**src/rtl/txhold_pkg.sv**
```systemverilog
package txhold_pkg;
  localparam int DATA_W     = 8;
  localparam int FRAME_BITS = DATA_W + 2;

  typedef struct packed {
    logic loadHold;     // capture host byte into holding register
    logic moveToShift;  // hand holding register to the shifter
  } txStrobes_t;
endpackage

```
**src/rtl/txhold_datapath.sv**
```systemverilog
module txhold_datapath
  import txhold_pkg::*;
#(
  parameter int CLKS_PER_BIT = 16
) (
  input  logic              clk,
  input  logic              rstN,
  input  txStrobes_t        strobes,
  input  logic [DATA_W-1:0] wrData,
  output logic              shiftBusy,
  output logic              shiftDone,
  output logic              txLine
);
  localparam int CNT_W = (CLKS_PER_BIT > 1) ? $clog2(CLKS_PER_BIT) : 1;
  localparam int IDX_W = $clog2(FRAME_BITS);
  localparam logic [CNT_W-1:0] CNT_LAST = CNT_W'(CLKS_PER_BIT - 1);
  localparam logic [IDX_W-1:0] IDX_LAST = IDX_W'(FRAME_BITS - 1);

  logic [DATA_W-1:0] holdData;
  logic [DATA_W:0]   shiftReg;   // data bits then stop bit, sent LSB first
  logic [CNT_W-1:0]  clkCnt;
  logic [IDX_W-1:0]  bitIdx;
  logic              busyReg;
  logic              lineReg;

  always_ff @(posedge clk or negedge rstN) begin
    if (!rstN) holdData <= '0;
    else if (strobes.loadHold) holdData <= wrData;
  end

  assign shiftDone = busyReg && (clkCnt == CNT_LAST) && (bitIdx == IDX_LAST);

  always_ff @(posedge clk or negedge rstN) begin
    if (!rstN) begin
      shiftReg <= '1;
      clkCnt   <= '0;
      bitIdx   <= '0;
      busyReg  <= 1'b0;
      lineReg  <= 1'b1;
    end else if (strobes.moveToShift) begin
      shiftReg <= {1'b1, holdData};
      clkCnt   <= '0;
      bitIdx   <= '0;
      busyReg  <= 1'b1;
      lineReg  <= 1'b0;
    end else if (busyReg) begin
      if (clkCnt == CNT_LAST) begin
        clkCnt <= '0;
        if (bitIdx == IDX_LAST) begin
          busyReg <= 1'b0;
          lineReg <= 1'b1;
        end else begin
          bitIdx   <= bitIdx + 1'b1;
          lineReg  <= shiftReg[0];
          shiftReg <= {1'b1, shiftReg[DATA_W:1]};
        end
      end else begin
        clkCnt <= clkCnt + 1'b1;
      end
    end
  end

  assign shiftBusy = busyReg;
  assign txLine    = lineReg;
endmodule

```
**src/rtl/txhold_ctrl.sv**
```systemverilog
module txhold_ctrl
  import txhold_pkg::*;
(
  input  logic       clk,
  input  logic       rstN,
  input  logic       wrActive,
  input  logic       isrRead,
  input  logic       irqEnable,
  input  logic       shiftBusy,
  input  logic       shiftDone,
  output txStrobes_t strobes,
  output logic       txRdyN,
  output logic       txIrq
);
  logic holdFull;
  logic irqPend;
  logic enPrev;
  logic emptyEvent;

  always_comb begin
    strobes.loadHold    = wrActive;
    strobes.moveToShift = holdFull && (!shiftBusy || shiftDone);
  end

  // holding register emptied while enabled, or enable raised while empty
  assign emptyEvent = irqEnable &&
                      (strobes.moveToShift || (!enPrev && !holdFull));

  always_ff @(posedge clk or negedge rstN) begin
    if (!rstN) begin
      holdFull <= 1'b0;
      irqPend  <= 1'b0;
      enPrev   <= 1'b0;
    end else begin
      enPrev <= irqEnable;
      if (wrActive)                 holdFull <= 1'b1;
      else if (strobes.moveToShift) holdFull <= 1'b0;

      if (wrActive)        irqPend <= 1'b0;
      else if (emptyEvent) irqPend <= 1'b1;
      else if (isrRead)    irqPend <= 1'b0;
    end
  end

  assign txRdyN = holdFull;
  assign txIrq  = irqPend && irqEnable;
endmodule

```
**src/rtl/txhold_top.sv**
```systemverilog
module txhold_top
  import txhold_pkg::*;
#(
  parameter int CLKS_PER_BIT  = 16,
  parameter bit WR_ACTIVE_LOW = 1'b1
) (
  input  logic              clk,
  input  logic              rstN,
  input  logic              wrStrobe,
  input  logic [DATA_W-1:0] wrData,
  input  logic              isrRead,
  input  logic              irqEnable,
  output logic              txLine,
  output logic              txRdyN,
  output logic              txIrq
);
  txStrobes_t strobes;
  logic wrActive;
  logic shiftBusy;
  logic shiftDone;

  generate
    if (WR_ACTIVE_LOW) begin : g_wrLow
      assign wrActive = !wrStrobe;
    end else begin : g_wrHigh
      assign wrActive = wrStrobe;
    end
  endgenerate

  txhold_ctrl u_ctrl (
    .clk(clk), .rstN(rstN), .wrActive(wrActive), .isrRead(isrRead),
    .irqEnable(irqEnable), .shiftBusy(shiftBusy), .shiftDone(shiftDone),
    .strobes(strobes), .txRdyN(txRdyN), .txIrq(txIrq)
  );

  txhold_datapath #(.CLKS_PER_BIT(CLKS_PER_BIT)) u_data (
    .clk(clk), .rstN(rstN), .strobes(strobes), .wrData(wrData),
    .shiftBusy(shiftBusy), .shiftDone(shiftDone), .txLine(txLine)
  );
endmodule

```
**config.mk**
```make
export PLATFORM = sky130hd
export DESIGN_NAME = txhold_top
export DESIGN_NICKNAME = d
export VERILOG_FILES = /design/src/rtl/txhold_pkg.sv /design/src/rtl/txhold_datapath.sv /design/src/rtl/txhold_ctrl.sv /design/src/rtl/txhold_top.sv
export SDC_FILE = /design/constraint.sdc
export NUM_CORES = 1
export LEC_CHECK = 0
export BUFFER_PORTS_ARGS = -buffer_cell sky130_fd_sc_hd__buf_2
export CAP_MARGIN = 20
export CORE_UTILIZATION = 50
export CTS_BUF_LIST = sky130_fd_sc_hd__clkbuf_8
export CTS_CLUSTER_SIZE = 16
export DETAILED_ROUTE_END_ITERATION = 10
export PLACE_DENSITY_LB_ADDON = 0.3
export SYNTH_ARGS = -nofsm -noshare
export SYNTH_HDL_FRONTEND = slang
export SYNTH_HIERARCHICAL = 1
export SYNTH_SLANG_ARGS = --single-unit
```
**constraint.sdc**
```tcl
create_clock -name clk -period 3.01 [get_ports clk]
set_input_delay 0.301 -clock clk [delete_from_list [all_inputs] [get_ports clk]]
set_output_delay 0.301 -clock clk [all_outputs]
set_load 0.05 [all_outputs]
```
* Yosys cells after proc, flatten, opt, wreduce, memory -nomap -nowiden
Cells that the tools add are included.
Cells by class: mux-type cells 24, multiply operators 0, bitwise operators 0, equality and inequality tests 5, add/sub/neg operators 2, div/mod/pow operators 0, reduce and logical (&&, ||, !) cells 15, magnitude comparators 0, shift operators 0
Operators by type and width (count):
- $mux W9 | 4
- $mux W4 | 7
- $mux W1 | 13
- $add A4 B1 Y4 const B | 2
- $eq A4 B4 Y1 const B | 2
- $logic_and A1 B1 Y1 | 6
- $reduce_bool A2 Y1 | 2
- $logic_not A1 Y1 | 3
- $ne A3 B1 Y1 const B | 1
- $reduce_and A3 Y1 | 1
- $logic_or A1 B1 Y1 | 2
- $ne A2 B1 Y1 const B | 1
- $ne A2 B2 Y1 const B | 1
- $reduce_and A2 Y1 | 1
Word-level totals: logic and storage cells 55, bits in latches 0, output and inout port bits 3, flip-flop bits (word level) 30, bits of input ports 13, bits in read-only memories 0, bits in writable memories 0, memories 0

* Logic depth before layout (Yosys ltp)
Gate-level depths: netlist (run 1).
depth after elaboration 9, gate-level depth with buffers 10, depth with buffers taken out 9

* Cells and area by module
Netlist (run 1), hierarchy kept.
Modules (own cells, without submodules):
- txhold_datapath | cells each 118, instances 1, area each 1265.0 um^2, sequential area each 661.9 um^2
- txhold_ctrl | cells each 13, instances 1, area each 133.9 um^2, sequential area each 75.1 um^2
- txhold_top | cells each 1, instances 1, area each 3.8 um^2, sequential area each 0.0 um^2

* Worst setup path before layout (run 1)
OpenSTA, ideal clock, no wires.
kind register to register, start point register u_data.clkCnt[0], end point register u_data.shiftReg[6], path slack 0.754 ns, buffers on the path 2, stages on the path, launching flop included 11, data arrival time 2.169 ns, data required time 2.923 ns, period minus slack after synthesis 2.256 ns, path through dfrtp_1 > ha_1 > nand4_4 > buf_2 > nor2_1 > inv_1 > a21boi_0 > and4bb_2 > clkbuf_1 > nor4_1 > nor3_1
RTL lines:
- from (decl) | line txhold_datapath.sv:21 | logic [CNT_W-1:0] clkCnt;
- from (signal assigned) | line txhold_datapath.sv:58 | clkCnt <= clkCnt + 1'b1;
- to (signal assigned) | line txhold_datapath.sv:41 | shiftReg <= {1'b1, holdData};
- to (signal assigned) | line txhold_datapath.sv:55 | shiftReg <= {1'b1, shiftReg[DATA_W:1]};
- to (decl) | line txhold_datapath.sv:20 | logic [DATA_W:0] shiftReg;

==> flow_summary.ini, run 1 <==
[timing]
fin_skew_ns = 0.00958
min_period_ns = 2.12
rsz0062_at_grt = false
final-setup-viol-count = 0
max_slew.worst_pin.slew_ns = 0.615
finalMaxSlewViolations = 0
fmax_mhz = 472
tns_ns = 0
final-hold-violation-count = 0
worst_hold_slack_ns = 0.0272
finalCritPeriodShare_pct = 70.3
relSlewSlack_pct = 59.0

[setup_path]
critical_path.startpoint = u_data/bitIdx[1]$_DFFE_PN0P_
critPathRequiredTime_ns = 3.21
r2r_start = u_data/bitIdx[1]$_DFFE_PN0P_
cp_max_fo = 33
worstSetupEndpointType = register
worstSetupPathType = reg2reg
startpoint_type = register
cp.arrival_ns = 2.32

[synthesis]
syn_area_um2 = 1400
syn_avg_cell_area_um2 = 10.6
yosysSeqAreaShare_pct = 52.5
ys_ff_latch = 29
ys_warn_count = 6
async_flop_share_pct = 100
syn-num-nets = 148
yosys.cell_types.count = 32
synth_ff_type = dfrtp_1
synthCells = 132
synth-edff-count = 0

[cts]
cts.sinks = 29
ctsResizeCount = 0
postCtsHoldBufs = 0
cts_made_buffers = 5
cts_root_buffer = clkbuf_8
clk_pin_slew_ns = 0.06
htreeDepth = 2
postCtsSetupBuffers = 0
insertion_delay_ns = 0.29
cts_tree = yes
clk_path_buf_depth = 2

[route]
remaining_drc_errors = 0
postRouteAntennaNets = 0
routed_via_density = 5.67
num_vias = 1003
dr.first_iter.drc_count = 13
wire_per_inst_um = 14.7
first_pass_iters = 4
wl_um = 2600

[final_layout]
nets = 162
antenna_cells = 0
synthToLayoutAreaGrowth_pct = 15.3
drive_above_1_share_pct = 29.9
filler_cell_count = 208

[worst_hold_path]
holdCritPathClass = in2async

[power_and_ir_drop]
power_switching_share_pct = 28.7
p_per_area_nw_per_um2 = 849
combinationalPowerShare_pct = 19.5
p_switching_uw = 393
p_leak_nw = 0.690
seqPwrFrac_pct = 45.8
internal_power_uw = 979
power_frac_clock_pct = 34.7
ir_drop_v = 0.000631

[floorplanning]
dieArea_um2 = 3020
coreArea_um2 = 2570
dieWidth_um = 55.0
rows = 18
die_y_um = 55.0
start_util_pct = 54.6
pin_count = 16

[placed_design]
dp_hpwl_um = 1760
gp_congestion = 0.738
port_buffers = 15

[global_route]
grt.total_usage_pct = 20.3
grt_pass1_wl_um = 4120
grt_pass1_vias = 921
antenna_found_initial = 0
grt_max_degree = 34
grt_overflow = 0

[status]
status = complete, no violations

[job]
maxCapViolCount = 0
## cell type report
class / instances / area [µm²] / share of cell area (%)
clock buffers: 5 / 68.8 / 4.26
clock inverters: 3 / 65.1 / 4.02
inverters: 6 / 22.5 / 1.39
multi-input cells: 88 / 603 / 37.3
flip-flops and latches: 29 / 737 / 45.6
well taps: 30 / 37.5 / 2.32
repair buffers: 16 / 82.6 / 5.11
## per-layer routing
layer	wire [µm]	vias up	track usage [%]
li1	-	502	-
met1	1250	476	26.9
met2	1200	18	29.3
met3	86	7	5.74
met4	61	0	12.5
met5	0	-	0
## per-stage QoR
| step | power (mW) | std cells | worst slack, ns | util (%) | area, µm² |
|---|---|---|---|---|---|
| after global routing | 1.45 | 177 | 0.658 | 63.0 | 1620 |
| final | 1.37 | 177 | 0.893 | 63.0 | 1620 |
| after detailed placement | 0.901 | 169 | 0.899 | 57.7 | 1480 |
| after global placement | 0.885 | 169 | 1.01 | 57.7 | 1480 |
| after CTS | 1.38 | 177 | 0.888 | 63.0 | 1620 |
| after floorplan | 0.825 | 132 | 0.754 | - | 1400 |
## power by group through the flow
| stage | combinational, mW | sequential [mW] | clock (mW) |
|---|---|---|---|
| floorplan | 0.198 | 0.627 | 0 |
| global placement | 0.259 | 0.627 | 0 |
| detailed placement | 0.270 | 0.632 | 0 |
| CTS | 0.270 | 0.627 | 0.485 |
| global route | 0.300 | 0.645 | 0.501 |
| finish | 0.267 | 0.629 | 0.477 |
## cells in the final DEF (no fill, tap or decap), types with 2 or more instances in the layout
cell	n
o21ai_0	7
dfrtp_1	20
clkbuf_8	5
mux2_2	7
or3_1	4
dfstp_2	9
nor2_1	6
bufinv_16	2
nand3_1	2
nand2_1	5
nor4_1	7
a21oi_1	8
inv_1	6
a211oi_1	8
ha_1	3
buf_2	15
mux2i_1	2
nor3_1	9
nor2b_1	7
## sequential cells by signal, summed over array words and instances (netlist names)
register and count:
u_ctrl/irqPend 1, u_data/txLine 1, u_ctrl/enPrev 1, u_data/shiftBusy 1, u_data/clkCnt 4, u_data/bitIdx 4
u_ctrl/txRdyN 1, u_data/shiftReg 8, u_data/holdData 8
## synthesized netlist by cell type, drive strengths merged (2+ instances only)
library cell / n / share of area (%)
dfstp: 9 / 17
mux2i: 2 / 1.4
a21oi: 8 / 2.9
clkbuf: 3 / 0.80
nand4: 2 / 2.0
o21ai: 8 / 3.1
dfrtp: 20 / 36
ha: 3 / 2.7
nand2: 5 / 1.3
nor2: 6 / 1.6
a211oi: 8 / 4.3
nor4: 7 / 3.1
inv: 6 / 1.6
nor3: 9 / 3.2
nand3: 2 / 0.71
mux2: 7 / 5.6
nor2b: 7 / 3.1
or3: 4 / 1.8
buf: 6 / 2.3
## cell families (layout without fill, tap and decap cells)
family	Yosys count	count (layout)	synth area share [%]
multiplexers	9	9	7.05
flip-flops	29	29	52.5
XOR/XNOR	1	1	0.625
AND/OR/NAND/NOR	47	47	20.0
adder cells (fa/ha/maj)	3	3	2.68
buffers and inverters	15	30	4.73
AO/OA/AOI/OAI	28	28	12.4
## critical path: stages, from the launching register on
cell,delay (ns)
dfrtp_1,0.40
inv_1,0.07
ha_1,0.19
nand3b_1,0.30
nor2_1,0.18
inv_1,0.08
a21boi_2,0.18
buf_4,0.32
nor4_1,0.12
nor3_1,0.21
## path summary, 6_finish.rpt
| path | cells past startpoint | endpoint | slack, ns |
|---|---|---|---|
| hold / removal | 1 | u_data/clkCnt[2]$_DFFE_PN0P_ | 0.03 |
| min in group clk | 1 | u_ctrl/enPrev$_DFF_PN0_ | 0.15 |
| setup reg to reg | 9 | u_data/shiftReg[3]$_DFFE_PN1P_ | 0.89 |
| max in group asynchronous | 1 | u_data/holdData[0]$_DFFE_PN0P_ | 2.58 |
| setup / recovery | 9 | u_data/shiftReg[3]$_DFFE_PN1P_ | 0.89 |
| hold reg to reg | 2 | u_ctrl/irqPend$_DFFE_PN0P_ | 0.48 |
No activity file was read; power rests on OpenSTA's default activity.
==> run 2: changes to the inputs <==
- ABC_AREA: unset -> 1
- clock period: 3.01 -> 1.8 ns (I/O delays scaled with it)
==> flow_summary.ini, run 2 <==
[placed_design]
port_buffers = 15
placed_cells = 221
gp_congestion = 0.859
dp_hpwl_um = 1820

[global_route]
grtUsageMet3_pct = 6.01
grt.total_usage_pct = 23.8
grt_most_used_layer = met2
grt_pass1_wl_um = 4980
grt_max_degree = 30
grt.met2_usage_pct = 38.2
grt_pass1_vias = 1162
globalRouteMet1Util_pct = 30.0
grt_overflow = 0
antenna_found_initial = 0

[setup_path]
startpoint_type = register
reg2regPathDepth = 12
critPathRequiredTime_ns = 2.01
worstSetupEndpointType = register
cp.arrival_ns = 1.97
r2r_end = u_data/bitIdx[1]$_DFFE_PN0P_
reg2reg_slack_ns = 0.03
cp_max_fo = 6
r2r_start = u_data/bitIdx[1]$_DFFE_PN0P_
critical_path.startpoint = u_data/bitIdx[1]$_DFFE_PN0P_
worstSetupPathType = reg2reg

[timing]
final-setup-viol-count = 0
fin_skew_ns = 0.00718
fmax_mhz = 567
relSlewSlack_pct = 58.3
final-hold-violation-count = 0
finalMaxSlewViolations = 0
max_slew.worst_pin.slew_ns = 0.625
min_period_ns = 1.77
finalCritPeriodShare_pct = 98.1
rsz0062_at_grt = true

[route]
remaining_drc_errors = 0
postRouteAntennaNets = 0
wl_um = 2910
dr.first_iter.drc_count = 42
num_vias = 1218
routed_via_density = 5.14
first_pass_iters = 4
wire_per_inst_um = 12.3

[cts]
htreeDepth = 2
cts_made_buffers = 5
cts_root_buffer = clkbuf_8
clk_path_buf_depth = 2
insertion_delay_ns = 0.27
clk_pin_slew_ns = 0.06
cts_tree = yes
cts.sinks = 29

[synthesis]
synthTopCellsByCount = nand2_1, dfrtp_1, o21ai_0
synth-edff-count = 0
async_flop_share_pct = 100
synth_ff_type = dfrtp_1
yosysSeqAreaShare_pct = 52.1
yosysMostFrequentCell = nand2_1
syn_avg_cell_area_um2 = 8.17
yosys.cell_types.count = 24
syn-num-nets = 189
ys_warn_count = 6
syn_area_um2 = 1410
yosys.area.top_type = dfrtp_1
yosys-top-cells-area = dfrtp_1, nand2_1, dfstp_2
synth_top_area_share_pct = 35.4
synthCells = 173
ys_ff_latch = 29

[power_and_ir_drop]
p_per_area_nw_per_um2 = 806
ir_drop_v = 0.000682
p_leak_nw = 0.939

[final_layout]
antenna_cells = 0
final_cell_mix = nand2_1, dfrtp_1, inv_1, buf_2
synthToLayoutAreaGrowth_pct = 28.5
largest_registers = u_data/holdData: 8 flops, u_data/shiftReg: 8 flops
layout_commonest_cell = nand2_1
nets = 222
fin_cells = 237
drive_above_1_share_pct = 32.4
utilization_pct = 70.8

[status]
status = complete, no violations

[job]
maxCapViolCount = 0

[floorplanning]
dieArea_um2 = 3040
start_util_pct = 55.1
die_y_um = 55.2
dieWidth_um = 55.2
coreArea_um2 = 2570
pin_count = 16
rows = 18

[worst_hold_path]
hold_path_end = u_ctrl/enPrev$_DFF_PN0_
hold_start = irqEnable
holdCritPathClass = in2reg
whs_path_depth = 1
==> run 2: cell types whose count changed after synthesis, sizes merged, moves of 5 or more <==
| cell | change |
|---|---|
| a21oi | -5 |
| nor4 | -7 |
| a211oi | -8 |
| nor3 | -8 |
| nand3 | +5 |
| nand2 | +65 |
| mux2 | -7 |
| o21ai | +13 |
| inv | +13 |
| nor2b | -7 |
==> run 2: cell families after synthesis <==
family                     after synthesis  synth area share, %
xor gates and xnor gates                 1                0.620
DFF                                     29                 52.1
and+or+nand+nor                         89                 27.2
adders and majority gates                3                 2.66
AOI/OAI and AO/OA                       26                 9.56
buffers and inverters                   25                 7.88
==> run 2: per-stage QoR <==
step	hold WS, ns	TNS (ns)	total power [mW]	worst slack [ns]	area (µm²)
after global routing	0.0274	-0.646	1.52	-0.0929	1820
after global placement	0.225	0	0.773	0.0332	1570
after floorplan	-0.116	0	0.743	0.0380	1430
after CTS	0.0284	0	1.48	0.0154	1720
final	0.0369	0	1.46	0.0348	1820
after detailed placement	0.237	-0.0719	0.777	-0.0244	1570
==> run 2: worst max-delay path: stages, from the launching register on <==
cell     delay [ns]
dfrtp_1        0.38
inv_2          0.07
ha_4           0.13
nand3_4        0.08
nor3_4         0.19
inv_2          0.07
a21oi_4        0.18
inv_4          0.08
nand2_4        0.10
nand2_4        0.07
nor2_4         0.19
nand2_1        0.08
nand2_1        0.06
==> run 2: what timing repair did <==
item	4_1_cts	5_1_grt
setup buffers	0	6
gates cloned	1	0
hold buffers	1	0
hold endpoints to repair	20	0
gates resized for setup	3	18
setup endpoints to repair	7	16
pin swaps	0	12
==> run 2: how the worst max path moves through the flow <==
stage	endpoint	slack [ns]	cells after the start
after floorplan	u_data/bitIdx[2]$_DFFE_PN0P_	0.04	11
final	u_data/bitIdx[1]$_DFFE_PN0P_	0.03	12
after global placement	u_data/bitIdx[1]$_DFFE_PN0P_	0.03	11
after CTS	u_data/shiftReg[2]$_DFFE_PN1P_	0.02	11
after global routing	u_data/bitIdx[3]$_DFFE_PN0P_	-0.09	12
after detailed placement	u_data/bitIdx[1]$_DFFE_PN0P_	-0.02	11
==> run 2: area by class of cell <==
| cell class | instances | area, µm² |
|---|---|---|
| Clock buffer | 6 | 82.6 |
| Multi-Input combinational cell | 120 | 647 |
| Timing Repair Buffer | 31 | 201 |
| Inverter | 19 | 73.8 |
| Clock inverter | 2 | 37.5 |
| Fill cell | 198 | 751 |
| Sequential cell | 29 | 737 |
| Tap cell | 30 | 37.5 |
==> run 2: metal layers <==
| layer | wire [µm] | up-vias |
|---|---|---|
| li1 | - | 606 |
| met2 | 1410 | 36 |
| met5 | 0 | - |
| met3 | 114 | 7 |
| met4 | 43 | 0 |
| met1 | 1340 | 569 |
==> run 2: where the power goes <==
part | switching (mW) | leakage [nW] | total [mW] | internal (mW)
Clock | 0.245 | 0.0574 | 0.695 | 0.449
Sequential | 0.00923 | 0.337 | 0.694 | 0.685
Combinational | 0.0483 | 0.545 | 0.0749 | 0.0265
==> run 3: changes to the inputs <==
==> constraint.sdc (replaced) <==
create_clock -name clk -period 1.8 [get_ports clk]
set_input_delay 0.27 -clock clk [delete_from_list [all_inputs] [get_ports clk]]
set_output_delay 0.27 -clock clk [all_outputs]
set_load 0.05 [all_outputs]
==> flow_summary.ini, run 3 (same netlist as run 2, synthesis figures left out) <==
[setup_path]
r2r_start = u_data/bitIdx[1]$_DFFE_PN0P_
cp_max_fo = 6
r2r_end = u_data/bitIdx[1]$_DFFE_PN0P_
critPathRequiredTime_ns = 2.01
reg2regPathDepth = 12
reg2reg_slack_ns = 0.04
startpoint_type = register
crit_path_top_delay_cell = dfrtp_1
slowest_delay_ns = 0.38
worstSetupPathType = reg2reg
crit_chain = inv_2 > ha_4 > nand3_4 > nor3_4 > inv_2 > a21oi_4 > inv_4 > nand2_4 > nand2_4 > nor2_4 > nand2_1 > nand2_1
cp.arrival_ns = 1.97
critical_path.startpoint = u_data/bitIdx[1]$_DFFE_PN0P_
worstSetupEndpointType = register

[timing]
relSlewSlack_pct = 58.4
final-setup-viol-count = 0
final-hold-violation-count = 0
fin_skew_ns = 0.00729
rsz0062_at_grt = true
finalWorstSetupSlack_ns = 0.0354
finalMaxSlewViolations = 0
fmax_mhz = 567
finalCritPeriodShare_pct = 98.0
worst_hold_slack_ns = 0.00798
min_period_ns = 1.76
tns_ns = 0
max_slew.worst_pin.slew_ns = 0.624

[route]
remaining_drc_errors = 0
first_pass_iters = 4
postRouteAntennaNets = 0
num_vias = 1214
routed_via_density = 5.14
dr.first_iter.drc_count = 42
wire_per_inst_um = 12.3
wl_um = 2900

[placed_design]
port_buffers = 15
placed_area_um2 = 1570
gp_congestion = 0.859
placed_cells = 221
place_ws_ns = -0.0244
dp_hpwl_um = 1820

[global_route]
grt.total_usage_pct = 23.8
grt_max_degree = 30
grt_pass1_wl_um = 4980
grt_overflow = 0
grt_pass1_vias = 1162
antenna_found_initial = 0

[power_and_ir_drop]
p_leak_nw = 0.935
power_frac_clock_pct = 47.5
seqPwrFrac_pct = 47.5
power_switching_share_pct = 20.7
internal_power_mw = 1.16
ir_drop_v = 0.000682
p_switching_uw = 302
p_per_area_nw_per_um2 = 809
power_mw = 1.46
combinationalPowerShare_pct = 5.0

[floorplanning]
rows = 18
coreArea_um2 = 2570
die_y_um = 55.2
pin_count = 16
dieWidth_um = 55.2
dieArea_um2 = 3040
start_util_pct = 55.1

[final_layout]
multi_input_area_um2 = 647
antenna_cells = 0
synthToLayoutAreaGrowth_pct = 27.8
fin_cells = 236
drive_above_1_share_pct = 32.5
final_cell_mix = nand2_1, dfrtp_1, inv_1, buf_2
layout_commonest_cell = nand2_1
nets = 221
utilization_pct = 70.4
seq_area_um2 = 737
finish.instance_area_um2 = 1810
filler_cell_count = 199
largest_registers = u_data/holdData: 8 flops, u_data/shiftReg: 8 flops

[cts]
cts_tree = yes
cts.sinks = 29
cts_made_buffers = 5
postCtsHoldBufs = 0
cts_root_buffer = clkbuf_8
insertion_delay_ns = 0.27
clk_path_buf_depth = 2
clk_pin_slew_ns = 0.06
htreeDepth = 2

[status]
status = complete, no violations

[worst_hold_path]
holdCritPathClass = in2async

[job]
maxCapViolCount = 0
==> run 3: cell types whose count changed in the layout (fill, tap and decap cells not counted) <==
| cell | previous run | this run |
|---|---|---|
| dlygate4sd3_1 | 1 | 0 |
==> run 3: final cells by class <==
cell class / instances / share of cell area, %
multi-input combinational: 120 / 35.8
timing repair buffer: 30 / 10.6
inverter: 19 / 4.09
tap: 30 / 2.08
sequential: 29 / 40.8
clock inverter: 2 / 2.08
clock buffer: 6 / 4.57
==> run 3: repair_timing <==
| action | in CTS | in global routing |
|---|---|---|
| pin swaps | 0 | 12 |
| setup buffers | 0 | 6 |
| gates resized for setup | 3 | 18 |
| cloned | 1 | 0 |
| endpoints found under the setup margin | 7 | 16 |
==> run 3: power groups by stage <==
| stage | Sequential (mW) | Combinational [mW] | Clock, mW |
|---|---|---|---|
| after global placement | 0.704 | 0.0698 | 0 |
| after detailed placement | 0.705 | 0.0723 | 0 |
| after global routing | 0.696 | 0.0861 | 0.739 |
| after floorplan | 0.708 | 0.0353 | 0 |
| after CTS | 0.694 | 0.0728 | 0.708 |
| final | 0.694 | 0.0733 | 0.695 |
==> run 3: how the worst max path moves through the flow <==
stage / to / slack [ns] / cells after the start
after floorplan: u_data/bitIdx[2]$_DFFE_PN0P_ / 0.04 / 11
after global placement: u_data/bitIdx[1]$_DFFE_PN0P_ / 0.03 / 11
after detailed placement: u_data/bitIdx[1]$_DFFE_PN0P_ / -0.02 / 11
after CTS: u_data/shiftReg[2]$_DFFE_PN1P_ / 0.02 / 11
after global routing: u_data/bitIdx[3]$_DFFE_PN0P_ / -0.09 / 12
final: u_data/bitIdx[1]$_DFFE_PN0P_ / 0.04 / 12
==> run 3: routing by layer <==
layer	track usage [%]	routed length [µm]	part of all wire [%]
met5	0	0	0
met4	10.8	43	1.5
met3	6.01	115	4.0
met2	38.2	1400	48
met1	30.0	1330	46
==> run 3: worst max-delay path, delay by kind of cell (launching register included) <==
kind	cells	cell delay [ns]
adders and majority gates	1	0.13
AOI/OAI and AO/OA	1	0.18
and+or+nand+nor	7	0.77
DFF	1	0.38
buffers and inverters	3	0.22
